<file path="src/rtl/sfe_pkg.sv">
package sfe_pkg;

  typedef enum logic [2:0] {
    CMD_READ  = 3'd0,
    CMD_WRITE = 3'd1,
    CMD_WREN  = 3'd2,
    CMD_WRDI  = 3'd3,
    CMD_RDSR  = 3'd4,
    CMD_WRSR  = 3'd5
  } cmd_e;

  typedef enum logic [2:0] {
    ST_IDLE,
    ST_OPC,
    ST_ADDR,
    ST_DIN,
    ST_DOUT,
    ST_DONE,
    ST_LOCK
  } frame_st_e;

  typedef struct packed {
    logic ok;
    cmd_e op;
  } op_dec_t;

  // Upper nibble must be zero; bit 3 is ignored; low three bits pick the op.
  function automatic op_dec_t decode_opcode(input logic [7:0] b);
    op_dec_t r;
    r.ok = (b[7:4] == 4'h0);
    r.op = CMD_READ;
    case (b[2:0])
      3'b011:  r.op = CMD_READ;
      3'b010:  r.op = CMD_WRITE;
      3'b110:  r.op = CMD_WREN;
      3'b100:  r.op = CMD_WRDI;
      3'b101:  r.op = CMD_RDSR;
      3'b001:  r.op = CMD_WRSR;
      default: r.ok = 1'b0;
    endcase
    return r;
  endfunction

endpackage

</file>
<file path="src/rtl/sfe_sync.sv">
module sfe_sync #(
  parameter int N = 4,
  parameter logic [N-1:0] RST_VAL = '0
) (
  input  logic         clk,
  input  logic         rst_n,
  input  logic [N-1:0] din,
  output logic [N-1:0] q
);
  for (genvar i = 0; i < N; i++) begin : g_bit
    logic meta;
    always_ff @(posedge clk or negedge rst_n) begin
      if (!rst_n) begin
        meta <= RST_VAL[i];
        q[i] <= RST_VAL[i];
      end else begin
        meta <= din[i];
        q[i] <= meta;
      end
    end
  end
endmodule

</file>
<file path="src/rtl/sfe_edge.sv">
module sfe_edge #(
  parameter int N = 3,
  parameter logic [N-1:0] RST_VAL = '0
) (
  input  logic         clk,
  input  logic         rst_n,
  input  logic [N-1:0] s,
  output logic [N-1:0] rise,
  output logic [N-1:0] fall
);
  for (genvar i = 0; i < N; i++) begin : g_det
    logic prev;
    always_ff @(posedge clk or negedge rst_n) begin
      if (!rst_n) prev <= RST_VAL[i];
      else        prev <= s[i];
    end
    assign rise[i] = s[i] & ~prev;
    assign fall[i] = ~s[i] & prev;
  end
endmodule

</file>
<file path="src/rtl/sfe_hold_gate.sv">
module sfe_hold_gate (
  input  logic clk,
  input  logic rst_n,
  input  logic csn_s,
  input  logic sck_s,
  input  logic sck_rise,
  input  logic sck_fall,
  input  logic hold_rise,
  input  logic hold_fall,
  output logic paused,
  output logic sck_rise_g,
  output logic sck_fall_g
);
  // Pause state changes only while the synchronised clock is low.
  always_ff @(posedge clk or negedge rst_n) begin
    if (!rst_n)                     paused <= 1'b0;
    else if (csn_s)                 paused <= 1'b0;
    else if (hold_fall && !sck_s)   paused <= 1'b1;
    else if (hold_rise && !sck_s)   paused <= 1'b0;
  end

  assign sck_rise_g = sck_rise & ~paused & ~csn_s;
  assign sck_fall_g = sck_fall & ~paused & ~csn_s;

  // a pause can only begin from a low clock
  assert_pause_entry_R6: assert property (@(posedge clk) disable iff (!rst_n)
    $rose(paused) |-> !$past(sck_s));
endmodule

</file>
<file path="src/rtl/sfe_frame.sv">
module sfe_frame
  import sfe_pkg::*;
#(
  parameter int ADDR_BITS = 13
) (
  input  logic                 clk,
  input  logic                 rst_n,
  input  logic                 csn_s,
  input  logic                 desel,
  input  logic                 sel,
  input  logic                 sck_rise_g,
  input  logic                 sck_fall_g,
  input  logic                 mosi_s,
  input  logic                 paused,
  output logic                 miso,
  output logic                 miso_en,
  output logic                 cmd_valid,
  input  logic                 cmd_ready,
  output cmd_e                 cmd_op,
  output logic [ADDR_BITS-1:0] cmd_addr,
  output logic [7:0]           cmd_data,
  input  logic                 rd_valid,
  input  logic [7:0]           rd_data,
  output logic                 rd_ready
);
  localparam int FRAME_ADDR_BITS = 16;
  localparam int CNT_W = $clog2(FRAME_ADDR_BITS) + 1;
  localparam logic [CNT_W-1:0] LAST_BIT  = CNT_W'(7);
  localparam logic [CNT_W-1:0] LAST_ABIT = CNT_W'(FRAME_ADDR_BITS - 1);

  frame_st_e                    state;
  cmd_e                         cur;
  logic [CNT_W-1:0]             bitcnt;
  logic [FRAME_ADDR_BITS-1:0]   shreg;
  logic [ADDR_BITS-1:0]         addr;
  logic [ADDR_BITS-1:0]         addr_nx;
  logic [2:0]                   fcnt;
  logic [7:0]                   out_sh;
  logic [7:0]                   nxt_byte;
  logic [7:0]                   in_byte;
  logic [FRAME_ADDR_BITS-1:0]   addr_word;
  op_dec_t                      opdec;

  assign in_byte   = {shreg[6:0], mosi_s};
  assign addr_word = {shreg[FRAME_ADDR_BITS-2:0], mosi_s};
  assign opdec     = decode_opcode(in_byte);
  assign addr_nx   = addr + ADDR_BITS'(1);
  assign miso_en   = (state == ST_DOUT);

  always_ff @(posedge clk or negedge rst_n) begin
    if (!rst_n) begin
      state     <= ST_IDLE;
      cur       <= CMD_READ;
      bitcnt    <= '0;
      shreg     <= '0;
      addr      <= '0;
      fcnt      <= '0;
      out_sh    <= '0;
      nxt_byte  <= '0;
      miso      <= 1'b0;
      cmd_valid <= 1'b0;
      cmd_op    <= CMD_READ;
      cmd_addr  <= '0;
      cmd_data  <= '0;
      rd_ready  <= 1'b0;
    end else begin
      if (cmd_valid && cmd_ready) cmd_valid <= 1'b0;
      if (rd_ready && rd_valid) begin
        nxt_byte <= rd_data;
        rd_ready <= 1'b0;
      end
      if (desel) begin
        state    <= ST_IDLE;
        bitcnt   <= '0;
        rd_ready <= 1'b0;
      end else if (sel) begin
        state  <= ST_OPC;
        bitcnt <= '0;
        fcnt   <= '0;
      end else if (sck_rise_g) begin
        shreg  <= addr_word;
        bitcnt <= bitcnt + CNT_W'(1);
        case (state)
          ST_OPC: if (bitcnt == LAST_BIT) begin
            bitcnt <= '0;
            cur    <= opdec.op;
            if (!opdec.ok) begin
              state <= ST_LOCK;
            end else begin
              case (opdec.op)
                CMD_READ, CMD_WRITE: state <= ST_ADDR;
                CMD_WRSR:            state <= ST_DIN;
                CMD_RDSR: begin
                  state     <= ST_DOUT;
                  fcnt      <= '0;
                  cmd_valid <= 1'b1;
                  cmd_op    <= CMD_RDSR;
                  cmd_data  <= '0;
                  rd_ready  <= 1'b1;
                end
                default: begin
                  state     <= ST_DONE;
                  cmd_valid <= 1'b1;
                  cmd_op    <= opdec.op;
                  cmd_data  <= '0;
                end
              endcase
            end
          end
          ST_ADDR: if (bitcnt == LAST_ABIT) begin
            bitcnt <= '0;
            addr   <= addr_word[ADDR_BITS-1:0];
            if (cur == CMD_READ) begin
              state     <= ST_DOUT;
              fcnt      <= '0;
              cmd_valid <= 1'b1;
              cmd_op    <= CMD_READ;
              cmd_addr  <= addr_word[ADDR_BITS-1:0];
              cmd_data  <= '0;
              rd_ready  <= 1'b1;
            end else begin
              state <= ST_DIN;
            end
          end
          ST_DIN: if (bitcnt == LAST_BIT) begin
            bitcnt    <= '0;
            cmd_valid <= 1'b1;
            cmd_op    <= cur;
            cmd_data  <= in_byte;
            if (cur == CMD_WRITE) begin
              cmd_addr <= addr;
              addr     <= addr_nx;
            end else begin
              state <= ST_DONE;
            end
          end
          ST_DOUT: if (bitcnt == LAST_BIT) begin
            bitcnt    <= '0;
            cmd_valid <= 1'b1;
            cmd_op    <= cur;
            cmd_data  <= '0;
            rd_ready  <= 1'b1;
            if (cur == CMD_READ) begin
              cmd_addr <= addr_nx;
              addr     <= addr_nx;
            end
          end
          default: bitcnt <= '0;
        endcase
      end else if (sck_fall_g && state == ST_DOUT) begin
        fcnt <= fcnt + 3'd1;
        if (fcnt == 3'd0) begin
          miso   <= nxt_byte[7];
          out_sh <= {nxt_byte[6:0], 1'b0};
        end else begin
          miso   <= out_sh[7];
          out_sh <= {out_sh[6:0], 1'b0};
        end
      end
    end
  end

  // output stays released while deselected
  assert_quiet_deselected_R1: assert property (@(posedge clk) disable iff (!rst_n)
    (csn_s && $past(csn_s)) |-> !miso_en);

  // a locked frame stays locked until deselect
  assert_lock_sticky_R5: assert property (@(posedge clk) disable iff (!rst_n)
    (state == ST_LOCK && !desel) |=> (state == ST_LOCK));

  // nothing is issued from a locked frame
  assert_lock_no_cmd_R5: assert property (@(posedge clk) disable iff (!rst_n)
    (state == ST_LOCK && !cmd_valid) |=> !cmd_valid);

  // a paused frame does not advance its bit position
  assert_pause_freeze_R6: assert property (@(posedge clk) disable iff (!rst_n)
    (paused && !desel && !sel) |=> ($stable(bitcnt) && $stable(shreg)));

  // a waiting command holds its fields
  assert_cmd_hold_R9: assert property (@(posedge clk) disable iff (!rst_n)
    (cmd_valid && !cmd_ready) |=> (cmd_valid && $stable(cmd_op) &&
                                   $stable(cmd_addr) && $stable(cmd_data)));
endmodule

</file>
<file path="src/rtl/spi_mem_cmd_front.sv">
module spi_mem_cmd_front
  import sfe_pkg::*;
#(
  parameter int ADDR_BITS = 13
) (
  input  logic                 clk,
  input  logic                 rst_n,
  input  logic                 spi_sck,
  input  logic                 spi_csn,
  input  logic                 spi_mosi,
  input  logic                 spi_hold_n,
  output logic                 spi_miso,
  output logic                 spi_miso_en,
  output logic                 cmd_valid,
  input  logic                 cmd_ready,
  output logic [2:0]           cmd_op,
  output logic [ADDR_BITS-1:0] cmd_addr,
  output logic [7:0]           cmd_data,
  input  logic                 rd_valid,
  output logic                 rd_ready,
  input  logic [7:0]           rd_data
);
  localparam int N_SYNC = 4;
  localparam int N_EDGE = N_SYNC - 1;
  localparam logic [N_SYNC-1:0] SYNC_RST = 4'b1110; // hold, mosi, csn, sck

  logic [N_SYNC-1:0] sync_q;
  logic [N_EDGE-1:0] rise, fall;
  logic sck_s, csn_s, mosi_s, hold_s;
  logic paused, sck_rise_g, sck_fall_g;
  cmd_e op_int;

  sfe_sync #(.N(N_SYNC), .RST_VAL(SYNC_RST)) u_sync (
    .clk (clk), .rst_n (rst_n),
    .din ({spi_hold_n, spi_mosi, spi_csn, spi_sck}),
    .q   (sync_q)
  );

  assign {hold_s, mosi_s, csn_s, sck_s} = sync_q;

  sfe_edge #(.N(N_EDGE), .RST_VAL(3'b110)) u_edge (
    .clk (clk), .rst_n (rst_n),
    .s   ({hold_s, csn_s, sck_s}),
    .rise(rise), .fall(fall)
  );

  sfe_hold_gate u_hold (
    .clk (clk), .rst_n (rst_n),
    .csn_s (csn_s), .sck_s (sck_s),
    .sck_rise (rise[0]), .sck_fall (fall[0]),
    .hold_rise (rise[2]), .hold_fall (fall[2]),
    .paused (paused), .sck_rise_g (sck_rise_g), .sck_fall_g (sck_fall_g)
  );

  sfe_frame #(.ADDR_BITS(ADDR_BITS)) u_frame (
    .clk (clk), .rst_n (rst_n),
    .csn_s (csn_s), .desel (rise[1]), .sel (fall[1]),
    .sck_rise_g (sck_rise_g), .sck_fall_g (sck_fall_g),
    .mosi_s (mosi_s), .paused (paused),
    .miso (spi_miso), .miso_en (spi_miso_en),
    .cmd_valid (cmd_valid), .cmd_ready (cmd_ready),
    .cmd_op (op_int), .cmd_addr (cmd_addr), .cmd_data (cmd_data),
    .rd_valid (rd_valid), .rd_data (rd_data), .rd_ready (rd_ready)
  );

  assign cmd_op = op_int;
endmodule

</file>
<file path="config.mk">
export PLATFORM = sky130hd
export DESIGN_NAME = spi_mem_cmd_front
export DESIGN_NICKNAME = d
export VERILOG_FILES = /design/src/rtl/sfe_pkg.sv /design/src/rtl/sfe_sync.sv /design/src/rtl/sfe_edge.sv /design/src/rtl/sfe_hold_gate.sv /design/src/rtl/sfe_frame.sv /design/src/rtl/spi_mem_cmd_front.sv
export SDC_FILE = /design/constraint.sdc
export NUM_CORES = 1
export LEC_CHECK = 0
export BUFFER_PORTS_ARGS = -buffer_cell sky130_fd_sc_hd__buf_4
export CAP_MARGIN = 20
export CORE_ASPECT_RATIO = 0.5
export CORE_MARGIN = 3
export CORE_UTILIZATION = 29
export CTS_CLUSTER_DIAMETER = 30
export DETAILED_ROUTE_END_ITERATION = 6
export PLACE_DENSITY = 0.47
export SYNTH_ARGS = -nofsm -noshare
export SYNTH_HDL_FRONTEND = slang
export SYNTH_SLANG_ARGS = --single-unit
</file>
<file path="constraint.sdc">
create_clock -name clk -period 3.25 [get_ports clk]
set_input_delay 0.325 -clock clk [delete_from_list [all_inputs] [get_ports clk]]
set_output_delay 0.325 -clock clk [all_outputs]
set_load 0.05 [all_outputs]
</file>
==> results of run 1 <==
layer usage:
metal	track usage	wire length, µm
met1	0.199	6230
met2	0.207	5340
met3	0.0312	507
met4	0.0394	103
met5	0	0
Yosys cell counts, types with 3 or more instances:
| cell type | instances | share of area |
|---|---|---|
| mux2i_1 | 24 | 0.049 |
| nor2b_1 | 5 | 0.0063 |
| o21ai_0 | 27 | 0.027 |
| dfrtp_1 | 85 | 0.43 |
| dfstp_2 | 8 | 0.043 |
| nor3_1 | 14 | 0.014 |
| a211oi_1 | 3 | 0.0046 |
| nor3b_1 | 4 | 0.0061 |
| a21oi_1 | 48 | 0.049 |
| buf_2 | 4 | 0.0041 |
| nor4_1 | 3 | 0.0038 |
| nand2_1 | 69 | 0.053 |
| nor2_1 | 33 | 0.025 |
| a31oi_1 | 6 | 0.0076 |
| mux2_2 | 24 | 0.055 |
| inv_1 | 28 | 0.021 |
| o221ai_1 | 3 | 0.0053 |
| ha_1 | 8 | 0.020 |
| nor4b_1 | 4 | 0.0071 |
| xnor2_1 | 3 | 0.0053 |
| nand4_1 | 8 | 0.010 |
| nand2b_1 | 3 | 0.0038 |
| o22ai_1 | 9 | 0.011 |
| a221o_1 | 5 | 0.010 |
| and3_1 | 3 | 0.0038 |
| clkbuf_1 | 22 | 0.017 |
| nand3_1 | 16 | 0.016 |
cells by family after synthesis:
| kind of cell | count (synthesis) |
|---|---|
| muxes | 48 |
| and+or+nand+nor | 179 |
| DFF | 93 |
| xor gates and xnor gates | 4 |
| AOI/OAI and AO/OA | 128 |
| buffers and inverters | 58 |
| adders and majority gates | 8 |
worst paths after layout:
path                                        end  slack [ns]  depth (start not counted)
max                         u_frame.cmd_addr[8]        0.63                          7
min                         u_frame.nxt_byte[6]       -0.03                          1
max reg2reg                 u_frame.cmd_addr[8]        0.63                          7
min reg2reg                         u_sync.q[0]        0.35                          0
max in group asynchronous  u_sync.g_bit[2].meta        2.46                          2
min in group clk           u_sync.g_bit[2].meta        0.08                          1
state kept, by name (all words and copies together), names as in the netlist, 3 cells and up:
name               cells
u_edge.g_det.prev      3
u_frame.addr          13
u_frame.bitcnt         5
u_frame.cmd_addr      13
u_frame.cmd_data       8
u_frame.cmd_op         3
u_frame.cur            3
u_frame.fcnt           3
u_frame.nxt_byte       8
u_frame.out_sh         7
u_frame.shreg         12
u_frame.state          3
u_sync.g_bit.meta      4
u_sync.q               4
final cells by class:
| class | count | area, µm² | share of cell area |
|---|---|---|---|
| Timing Repair Buffer | 58 | 448 | 0.0767 |
| Clock inverter | 6 | 93.8 | 0.0161 |
| Tap cell | 227 | 284 | 0.0486 |
| Clock buffer | 10 | 229 | 0.0392 |
| Inverter | 28 | 105 | 0.0180 |
| Sequential cell | 93 | 2340 | 0.400 |
| Multi-Input combinational cell | 367 | 2340 | 0.401 |
power by group:
| group | leakage (µW) | switching (µW) | total, µW | internal (µW) |
|---|---|---|---|---|
| Clock | 0.000154 | 466 | 1150 | 681 |
| Sequential | 0.00125 | 160 | 1400 | 1240 |
| Combinational | 0.00127 | 597 | 989 | 393 |
| Total | 0.00267 | 1220 | 3540 | 2310 |
metrics by stage:
| step | power, µW | instances |
|---|---|---|
| 6_report | 3540 | 789 |
| 3_5_place_dp | 2420 | 773 |
| 3_3_place_gp | 2420 | 773 |
| 2_1_floorplan | 2100 | 518 |
| 4_1_cts | 3590 | 789 |
| 5_1_grt | 3780 | 789 |
placed cells by master (no fill, tap or decap), drive strengths merged, types with 10 or more instances in the layout:
| master | instances |
|---|---|
| buf | 58 |
| mux2i | 24 |
| nor3 | 15 |
| nand2 | 69 |
| o21ai | 27 |
| a21oi | 48 |
| clkbuf | 10 |
| inv | 30 |
| nand3 | 16 |
| mux2 | 24 |
| dfrtp | 85 |
| nor2 | 33 |
worst max-delay path: stages, from the launching register on:
cell and delay (ns):
dfstp_2 0.61, inv_1 0.06, ha_1 0.26, or2_2 0.38
nor2_1 0.33, nand2_1 0.44, buf_4 0.31, mux2i_1 0.11
==> out/qor.csv, run 1 <==
stage,metric,value,unit
synthesis,Mean Syn Cell Area,9.52,µm²
synthesis,complex-gate fraction of the synthesized area,0.161,
cells_and_area,ratio of cells with drive above 1 in the final layout,0.206,
place,Placed Area,5520,µm²
timing,final worst slack,0.626,ns
place,Port Buf Inserts,43,
floorplanning,Die Y-Extent,98.2,µm
synthesis,synthesized area,4930,µm²
cells_and_area,fillers,1719,
setup_path,CP startpoint kind,register,
outcome,status,"finished, violations left",
place,pre-CTS setup slack,0.581,ns
clocking,H-tree depth,3,
synthesis,"FF+latch count, synth",93,
global_routing,vias in the first global route,3784,
timing,final-report max-slew violation count,0,
floorplanning,initial core utilization,0.299,
route,drt first pass iters,4,
clocking,clock sink count,93,
route,drt via density,4.90,
timing,minimum hold slack,-0.0257,ns
synthesis,xor-xnor portion of the synthesized cell area,0.00710,
route,post-route ant nets,0,
floorplanning,IO Pins,44,
global_routing,total grt overflow,0,
synthesis,largest family of logic cells by synthesized area,simple AND/OR/NAND/NOR gates,
worst_hold_path,worst hold path class,in -> async,
floorplanning,die width,190,µm
timing,final clock skew,0.0105,ns
cells_and_area,# nets final,581,
timing,setup TNS,0,ns
synthesis,Post-Synth Simple-Gate Area,0.183,
cells_and_area,area delta synth->final,18.4,%
setup_path,crit end category,register,
job,max_cap viols,0,
setup_path,CP Data Required Time,3.48,ns
route,initial drt markers,213,
synthesis,Ys Warns,0,
floorplanning,Core ar.,16500,µm²
timing,Period minus WS final,2.62,ns
timing,final hold violations,13,
clocking,Inserted Clock Buffers,9,
clocking,Clock Latency Late Sink,0.35,ns
clocking,CTS Hold Bufs,0,
global_routing,GRT Total Usage,0.138,
clocking,Resized Gates After CTS,0,
floorplanning,Die ar.,18700,µm²
global_routing,first-pass GRT wire length,20700,µm
outcome,failing checks,negative hold slack,
setup_path,start point of the critical path,u_sync.q[1],
timing,Fmax,381,MHz
route,final WL,12200,µm
clocking,Clock transition at path regs,0.07,ns
timing,Final Setup Violations,0,
cells_and_area,Final Cell Area,5840,µm²
route,detailed-route DRC error count,0,
clocking,Clock Tree Buf Depth,2,
timing,Max-slew headroom,0.434,
place,post-DP HPWL,8590,µm
synthesis,async set-reset flop share out of synthesis,1.00,
power,leakage dissipation,0.00267,µW
place,RePlAce Congestion,0.843,
floorplanning,std cell rows,33,
global_routing,initial antenna violation count,0,
power,Max VDD drop,305,µV
synthesis,"EDFF count, synth",0,
clocking,post-CTS setup buffer count,0,
global_routing,pin count of the biggest net entering global routing,49,
synthesis,sequential area share after synthesis,0.474,
setup_path,Crit Path Class,reg -> reg,
cells_and_area,n_diodes,0,
route,vias,3870,
synthesis,"Top FF cell, synth",dfrtp_1,
setup_path,CP arrival,2.85,ns
clocking,Root Buffer,clkbuf_16,
synthesis,fraction of the mapped netlist area in adder cells,0.0203,
synthesis,Mapped Cells,518,
setup_path,Crit Path Max Fanout,10,
synthesis,syn_nets,542,
synthesis,Yosys cell types,65,
timing,final period utilization,0.807,
timing,measured slew at the worst slew-check pin,0.847,ns
synthesis,multiplexer area fraction after synthesis,0.104,
setup_path,worst r2r src,u_sync.q[1],
power,Power Density,606,nW/µm²
timing,RSZ-0062 raised after global routing,no,
route,wire per inst,15.4,µm
clocking,TritonCTS clock tree,yes,
cells_and_area,"Core Util, Final",0.354,
No activity file was read; power rests on OpenSTA's default activity.
==> run 2: changes to the inputs <==
Clock period 3.25 ns to 2.67 ns, I/O delays scaled along.
==> out/qor.csv, run 2 (synthesis gave the netlist of run 1 again) <==
stage,metric,value,unit
outcome,status,"finished, violations left",
outcome,failing checks,negative hold slack,
cells_and_area,fillers,1725,
power,clock share of power,0.334,
cells_and_area,area delta synth->final,20.7,%
clocking,H-tree depth,3,
clocking,Clock transition at path regs,0.07,ns
route,M1 wire length,6320,µm
clocking,clock sink count,93,
clocking,Inserted Clock Buffers,9,
timing,RSZ-0062 raised after global routing,no,
power,Power Density,753,nW/µm²
place,Port Buf Inserts,43,
timing,measured slew at the worst slew-check pin,0.755,ns
global_routing,total grt overflow,0,
timing,final period utilization,0.909,
floorplanning,Die ar.,18700,µm²
power,Int Power,2950,µW
route,top routing layer in use,met4,
route,initial drt markers,327,
clocking,post-CTS setup buffer count,0,
cells_and_area,"commonest non-fill, non-tap cell in the layout",dfrtp_1,
clocking,TritonCTS clock tree,yes,
timing,Max-slew headroom,0.495,
timing,final hold violations,16,
power,Max VDD drop,320,µV
cells_and_area,Final Cell Area,5950,µm²
floorplanning,Core ar.,16500,µm²
cells_and_area,# nets final,591,
clocking,Clock Latency Late Sink,0.35,ns
clocking,Root Buffer,clkbuf_16,
route,wire per inst,15.6,µm
timing,Fmax,412,MHz
route,metal2 WL,5540,µm
place,pre-CTS setup slack,0.244,ns
floorplanning,die width,190,µm
timing,final-report max-slew violation count,0,
floorplanning,std cell rows,33,
route,vias,3975,
setup_path,Crit Path Max Fanout,13,
power,Reg power frac,0.359,
worst_hold_path,worst hold path class,in -> async,
timing,setup TNS,0,ns
power,leakage dissipation,0.00274,µW
cells_and_area,register area,2340,µm²
power,switching power total,1530,µW
place,post-DP HPWL,8690,µm
power,Sw Ratio,0.342,
timing,Period minus WS final,2.43,ns
route,drt first pass iters,4,
cells_and_area,multi-input logic area,2360,µm²
route,drt via density,4.97,
setup_path,worst reg2reg path depth,9,
cells_and_area,most frequent cells in the layout,"85 x dfrtp_1, 68 x nand2_1, 67 x buf_4",
place,Placed Area,5590,µm²
global_routing,vias in the first global route,3974,
power,Comb power frac,0.307,
route,met3 wire length,462,µm
setup_path,crit end category,register,
place,RePlAce Congestion,0.828,
route,post-route ant nets,0,
global_routing,first-pass GRT wire length,21300,µm
setup_path,CP startpoint kind,register,
clocking,Clock Tree Buf Depth,2,
job,max_cap viols,0,
cells_and_area,biggest regs,"u_frame.addr x13, u_frame.cmd_addr x13, u_frame.shreg x12",
timing,final worst slack,0.244,ns
floorplanning,IO Pins,44,
floorplanning,Die Y-Extent,98.2,µm
cells_and_area,ratio of cells with drive above 1 in the final layout,0.227,
cells_and_area,n_diodes,0,
global_routing,pin count of the biggest net entering global routing,57,
route,detailed-route DRC error count,0,
floorplanning,initial core utilization,0.299,
route,final WL,12400,µm
global_routing,initial antenna violation count,0,
setup_path,CP arrival,2.66,ns
timing,Final Setup Violations,0,
global_routing,GRT Total Usage,0.141,
timing,minimum hold slack,-0.0224,ns
timing,final clock skew,0.00801,ns
setup_path,CP Data Required Time,2.90,ns
setup_path,Crit Path Class,reg -> reg,
## run 2: critical path: stages, from the launching register on
cell,delay [ns]
dfrtp_1,0.41
ha_1,0.25
and3_1,0.21
ha_1,0.25
nor2b_1,0.15
a41oi_1,0.25
o31ai_1,0.10
nand2_1,0.08
buf_4,0.23
mux2_2,0.36
## run 2: per-stage QoR
step	std cells	util	total power, µW	hold slack (ns)
floorplan	518	-	2560	-0.0286
detailed placement	783	0.339	3000	0.335
global placement	783	0.339	2990	0.335
CTS	799	0.360	4520	0.0128
global route	799	0.360	4770	0.0101
finish	799	0.360	4480	-0.0224
## run 2: final cells by class
type                    instances  area share
multi-input cells             367       0.396
flip-flops and latches         93       0.393
repair buffers                 68      0.0879
well taps                     227      0.0477
clock buffers                   9      0.0378
clock inverters                 7      0.0202
inverters                      28      0.0177
## run 2: per-layer routing
layer	track usage	vias to the layer above
met3	0.0312	12
met2	0.218	76
li1	-	1958
met5	0	-
met1	0.200	1929
met4	0.0389	0
## run 2: repair_timing
item	4_1_cts	5_1_grt
hold buffers	0	0
endpoints found under the hold margin	0	0
gates resized for setup	0	3
endpoints found under the setup margin	0	10
## run 2: final timing paths
check | startpoint | endpoint | slack (ns)
worst max-delay path | u_frame.bitcnt[0] | u_frame.cmd_addr[11] | 0.24
worst min-delay path | rst_n | u_frame.nxt_byte[6] | -0.02
worst max register to register | u_frame.bitcnt[0] | u_frame.cmd_addr[11] | 0.24
worst min register to register | u_sync.g_bit[0].meta | u_sync.q[0] | 0.35
max in group asynchronous | rst_n | u_frame.shreg[0] | 2.00
min in group clk | spi_sck | u_sync.g_bit[0].meta | 0.02
## run 2: power groups by stage
stage	clock (µW)	sequential (µW)	combinational, µW
detailed placement	0	1640	1360
CTS	1540	1610	1360
global placement	0	1630	1360
finish	1500	1610	1370
global route	1610	1630	1530
floorplan	0	1630	933
==> run 3: changes to the inputs <==
--- a/config.mk
+++ b/config.mk
@@ -7,2 +7,3 @@
 export LEC_CHECK = 0
+export ABC_AREA = 1
 export BUFFER_PORTS_ARGS = -buffer_cell sky130_fd_sc_hd__buf_4
--- a/constraint.sdc
+++ b/constraint.sdc
@@ -3,2 +3,2 @@
 set_output_delay 0.267 -clock clk [all_outputs]
-set_load 0.05 [all_outputs]
+set_load 0.01 [all_outputs]
==> out/qor.csv, run 3 <==
stage,metric,value,unit
outcome,status,"finished, final reports clean",
floorplanning,std cell rows,33,
setup_path,CP arrival,2.29,ns
timing,final clock skew,0.0140,ns
floorplanning,Die Y-Extent,99.1,µm
clocking,Root Buffer,clkbuf_16,
cells_and_area,ratio of cells with drive above 1 in the final layout,0.149,
global_routing,initial antenna violation count,0,
synthesis,largest family of logic cells by synthesized area,simple AND/OR/NAND/NOR gates,
route,wire per inst,13.1,µm
cells_and_area,most frequent cells in the layout,"240 x nand2_1, 85 x dfrtp_1, 72 x inv_1",
setup_path,crit end category,register,
synthesis,multiplexer area fraction after synthesis,0.0202,
cells_and_area,"commonest non-fill, non-tap cell in the layout",nand2_1,
timing,final hold violations,0,
route,initial drt markers,246,
setup_path,Crit Path Class,reg -> reg,
route,drt first pass iters,4,
setup_path,worst reg2reg path depth,7,
clocking,Clock Tree Buf Depth,2,
timing,RSZ-0062 raised after global routing,no,
clocking,Clock transition at path regs,0.07,ns
synthesis,fraction of the mapped netlist area in adder cells,0.0199,
floorplanning,Die ar.,19000,µm²
power,Power Density,800,nW/µm²
synthesis,synth top area cells,"dfrtp_1 42%, nand2_1 18%, nand3_1 6.4%, inv_1 5.4%, dfstp_2 4.2%",
synthesis,Yosys top cell by area,dfrtp_1,
clocking,H-tree depth,3,
synthesis,"FF+latch count, synth",93,
synthesis,synthesized area,5020,µm²
global_routing,vias in the first global route,4321,
cells_and_area,# nets final,736,
synthesis,"Top FF cell, synth",dfrtp_1,
timing,Final Setup Violations,0,
worst_hold_path,worst hold path class,in -> reg,
clocking,Inserted Clock Buffers,9,
place,Port Buf Inserts,43,
synthesis,xor-xnor portion of the synthesized cell area,0.00349,
timing,Period minus WS final,2.06,ns
timing,final period utilization,0.771,
setup_path,CP Data Required Time,2.90,ns
cells_and_area,area delta synth->final,16.9,%
synthesis,most common cell in the netlist,nand2_1,
synthesis,Ys Warns,0,
place,post-DP HPWL,8900,µm
power,Max VDD drop,329,µV
synthesis,complex-gate fraction of the synthesized area,0.0857,
route,vias,4339,
timing,measured slew at the worst slew-check pin,0.643,ns
route,post-route ant nets,0,
timing,Fmax,486,MHz
synthesis,Yosys cell types,38,
cells_and_area,n_diodes,0,
setup_path,reg2reg setup slack,0.61,ns
setup_path,worst r2r src,u_sync.q[1],
place,placed insts,927,
global_routing,total grt overflow,0,
synthesis,syn_nets,692,
setup_path,Critical Path End,u_frame.state[1],
power,leakage dissipation,0.00295,µW
cells_and_area,final non-filler cell total,944,
synthesis,async set-reset flop share out of synthesis,1.00,
route,drt via density,4.60,
clocking,TritonCTS clock tree,yes,
synthesis,Mapped Cells,668,
clocking,clock sink count,93,
floorplanning,IO Pins,44,
floorplanning,die width,192,µm
timing,final-report max-slew violation count,0,
synthesis,Post-Synth Simple-Gate Area,0.329,
floorplanning,Core ar.,16700,µm²
synthesis,commonest cells in the netlist,"240 x nand2_1, 85 x dfrtp_1, 72 x inv_1, 64 x nand3_1, 50 x nor2_1",
synthesis,"EDFF count, synth",0,
place,RePlAce Congestion,0.886,
timing,Max-slew headroom,0.570,
setup_path,worst r2r dst,u_frame.state[1],
global_routing,first-pass GRT wire length,21200,µm
setup_path,start point of the critical path,u_sync.q[1],
setup_path,CP startpoint kind,register,
route,final WL,12300,µm
floorplanning,initial core utilization,0.301,
global_routing,GRT Total Usage,0.138,
job,max_cap viols,0,
timing,setup TNS,0,ns
cells_and_area,biggest regs,"u_frame.addr x13, u_frame.cmd_addr x13, u_frame.shreg x12",
clocking,Clock Latency Late Sink,0.35,ns
global_routing,pin count of the biggest net entering global routing,54,
synthesis,post-synth top area share,0.424,
power,total power,4700,µW
route,detailed-route DRC error count,0,
clocking,post-CTS setup buffer count,0,
synthesis,sequential area share after synthesis,0.465,
setup_path,Crit Path Max Fanout,9,
synthesis,Mean Syn Cell Area,7.52,µm²
## run 3: cell types whose count changed after synthesis, moves of 9 or more
cell / change
o21ai_0: +13
mux2i_1: -24
nor2_1: +17
a21oi_1: -35
clkbuf_1: -16
inv_1: +44
nand2_1: +171
nor3_1: -10
nor2_2: +9
nand3_1: +48
mux2_2: -15
## run 3: power breakdown
group          internal, µW  switching (µW)  leakage (µW)  total (µW)
registers              1680             225       0.00121        1900
clock network           638             588      0.000126        1230
logic                   555            1010       0.00161        1570
total                  2870            1830       0.00295        4700
## run 3: final cells by class
type / count / area (µm²)
sequential: 93 / 2340
tap: 227 / 284
inverter: 76 / 285
multi-input combinational: 482 / 2300
clock buffer: 10 / 229
fill: 1749 / 10800
clock inverter: 6 / 45.0
timing repair buffer: 50 / 390
## run 3: logic make-up after synthesis
kind of cell	count (synthesis)
simple gates	386
fa+ha+maj	8
buf+inv	93
flops	93
xor+xnor	2
mux	9
compound gates	77
## run 3: how the worst min path moves through the flow
stage	startpoint	depth (start not counted)	slack (ns)	to
6_report	spi_hold_n	1	0.03	u_sync.g_bit[3].meta
5_1_grt	spi_mosi	1	0.01	u_sync.g_bit[2].meta
4_1_cts	spi_mosi	1	0.01	u_sync.g_bit[2].meta
3_5_place_dp	rst_n	1	0.30	u_frame.cmd_op[1]
3_3_place_gp	rst_n	1	0.30	u_frame.cmd_op[1]
2_1_floorplan	rst_n	0	-0.03	u_edge.g_det[0].prev
## run 3: metrics by stage
step / hold slack, ns / cell area, µm² / worst slack [ns] / util
2_1_floorplan: -0.0286 / 5020 / 0.859 / -
3_3_place_gp: 0.300 / 5590 / 0.587 / 0.335
3_5_place_dp: 0.304 / 5590 / 0.564 / 0.335
4_1_cts: 0.0148 / 5870 / 0.554 / 0.352
5_1_grt: 0.0137 / 5870 / 0.329 / 0.352
6_report: 0.0270 / 5870 / 0.612 / 0.352
## run 3: critical path: stages, from the launching register on
cell and delay (ns):
dfstp_2 0.57, inv_1 0.06, ha_1 0.30, nor2_2 0.36, nand2_1 0.18, and2_1 0.22
nand2_1 0.15, o21ai_0 0.10
## run 3: timing repair
item,4_1_cts,5_1_grt
endpoints found under the setup margin,0,0
hold endpoints to repair,38,0
hold buffers,1,0
gates resized for setup,0,0
## run 3: routing by layer
layer / vias to the layer above / track usage / share of wire
li1: 2214 / - / -
met1: 2027 / 0.184 / 0.48
met2: 81 / 0.225 / 0.47
met3: 17 / 0.0259 / 0.034
met4: 0 / 0.0492 / 0.019
met5: - / 0 / 0
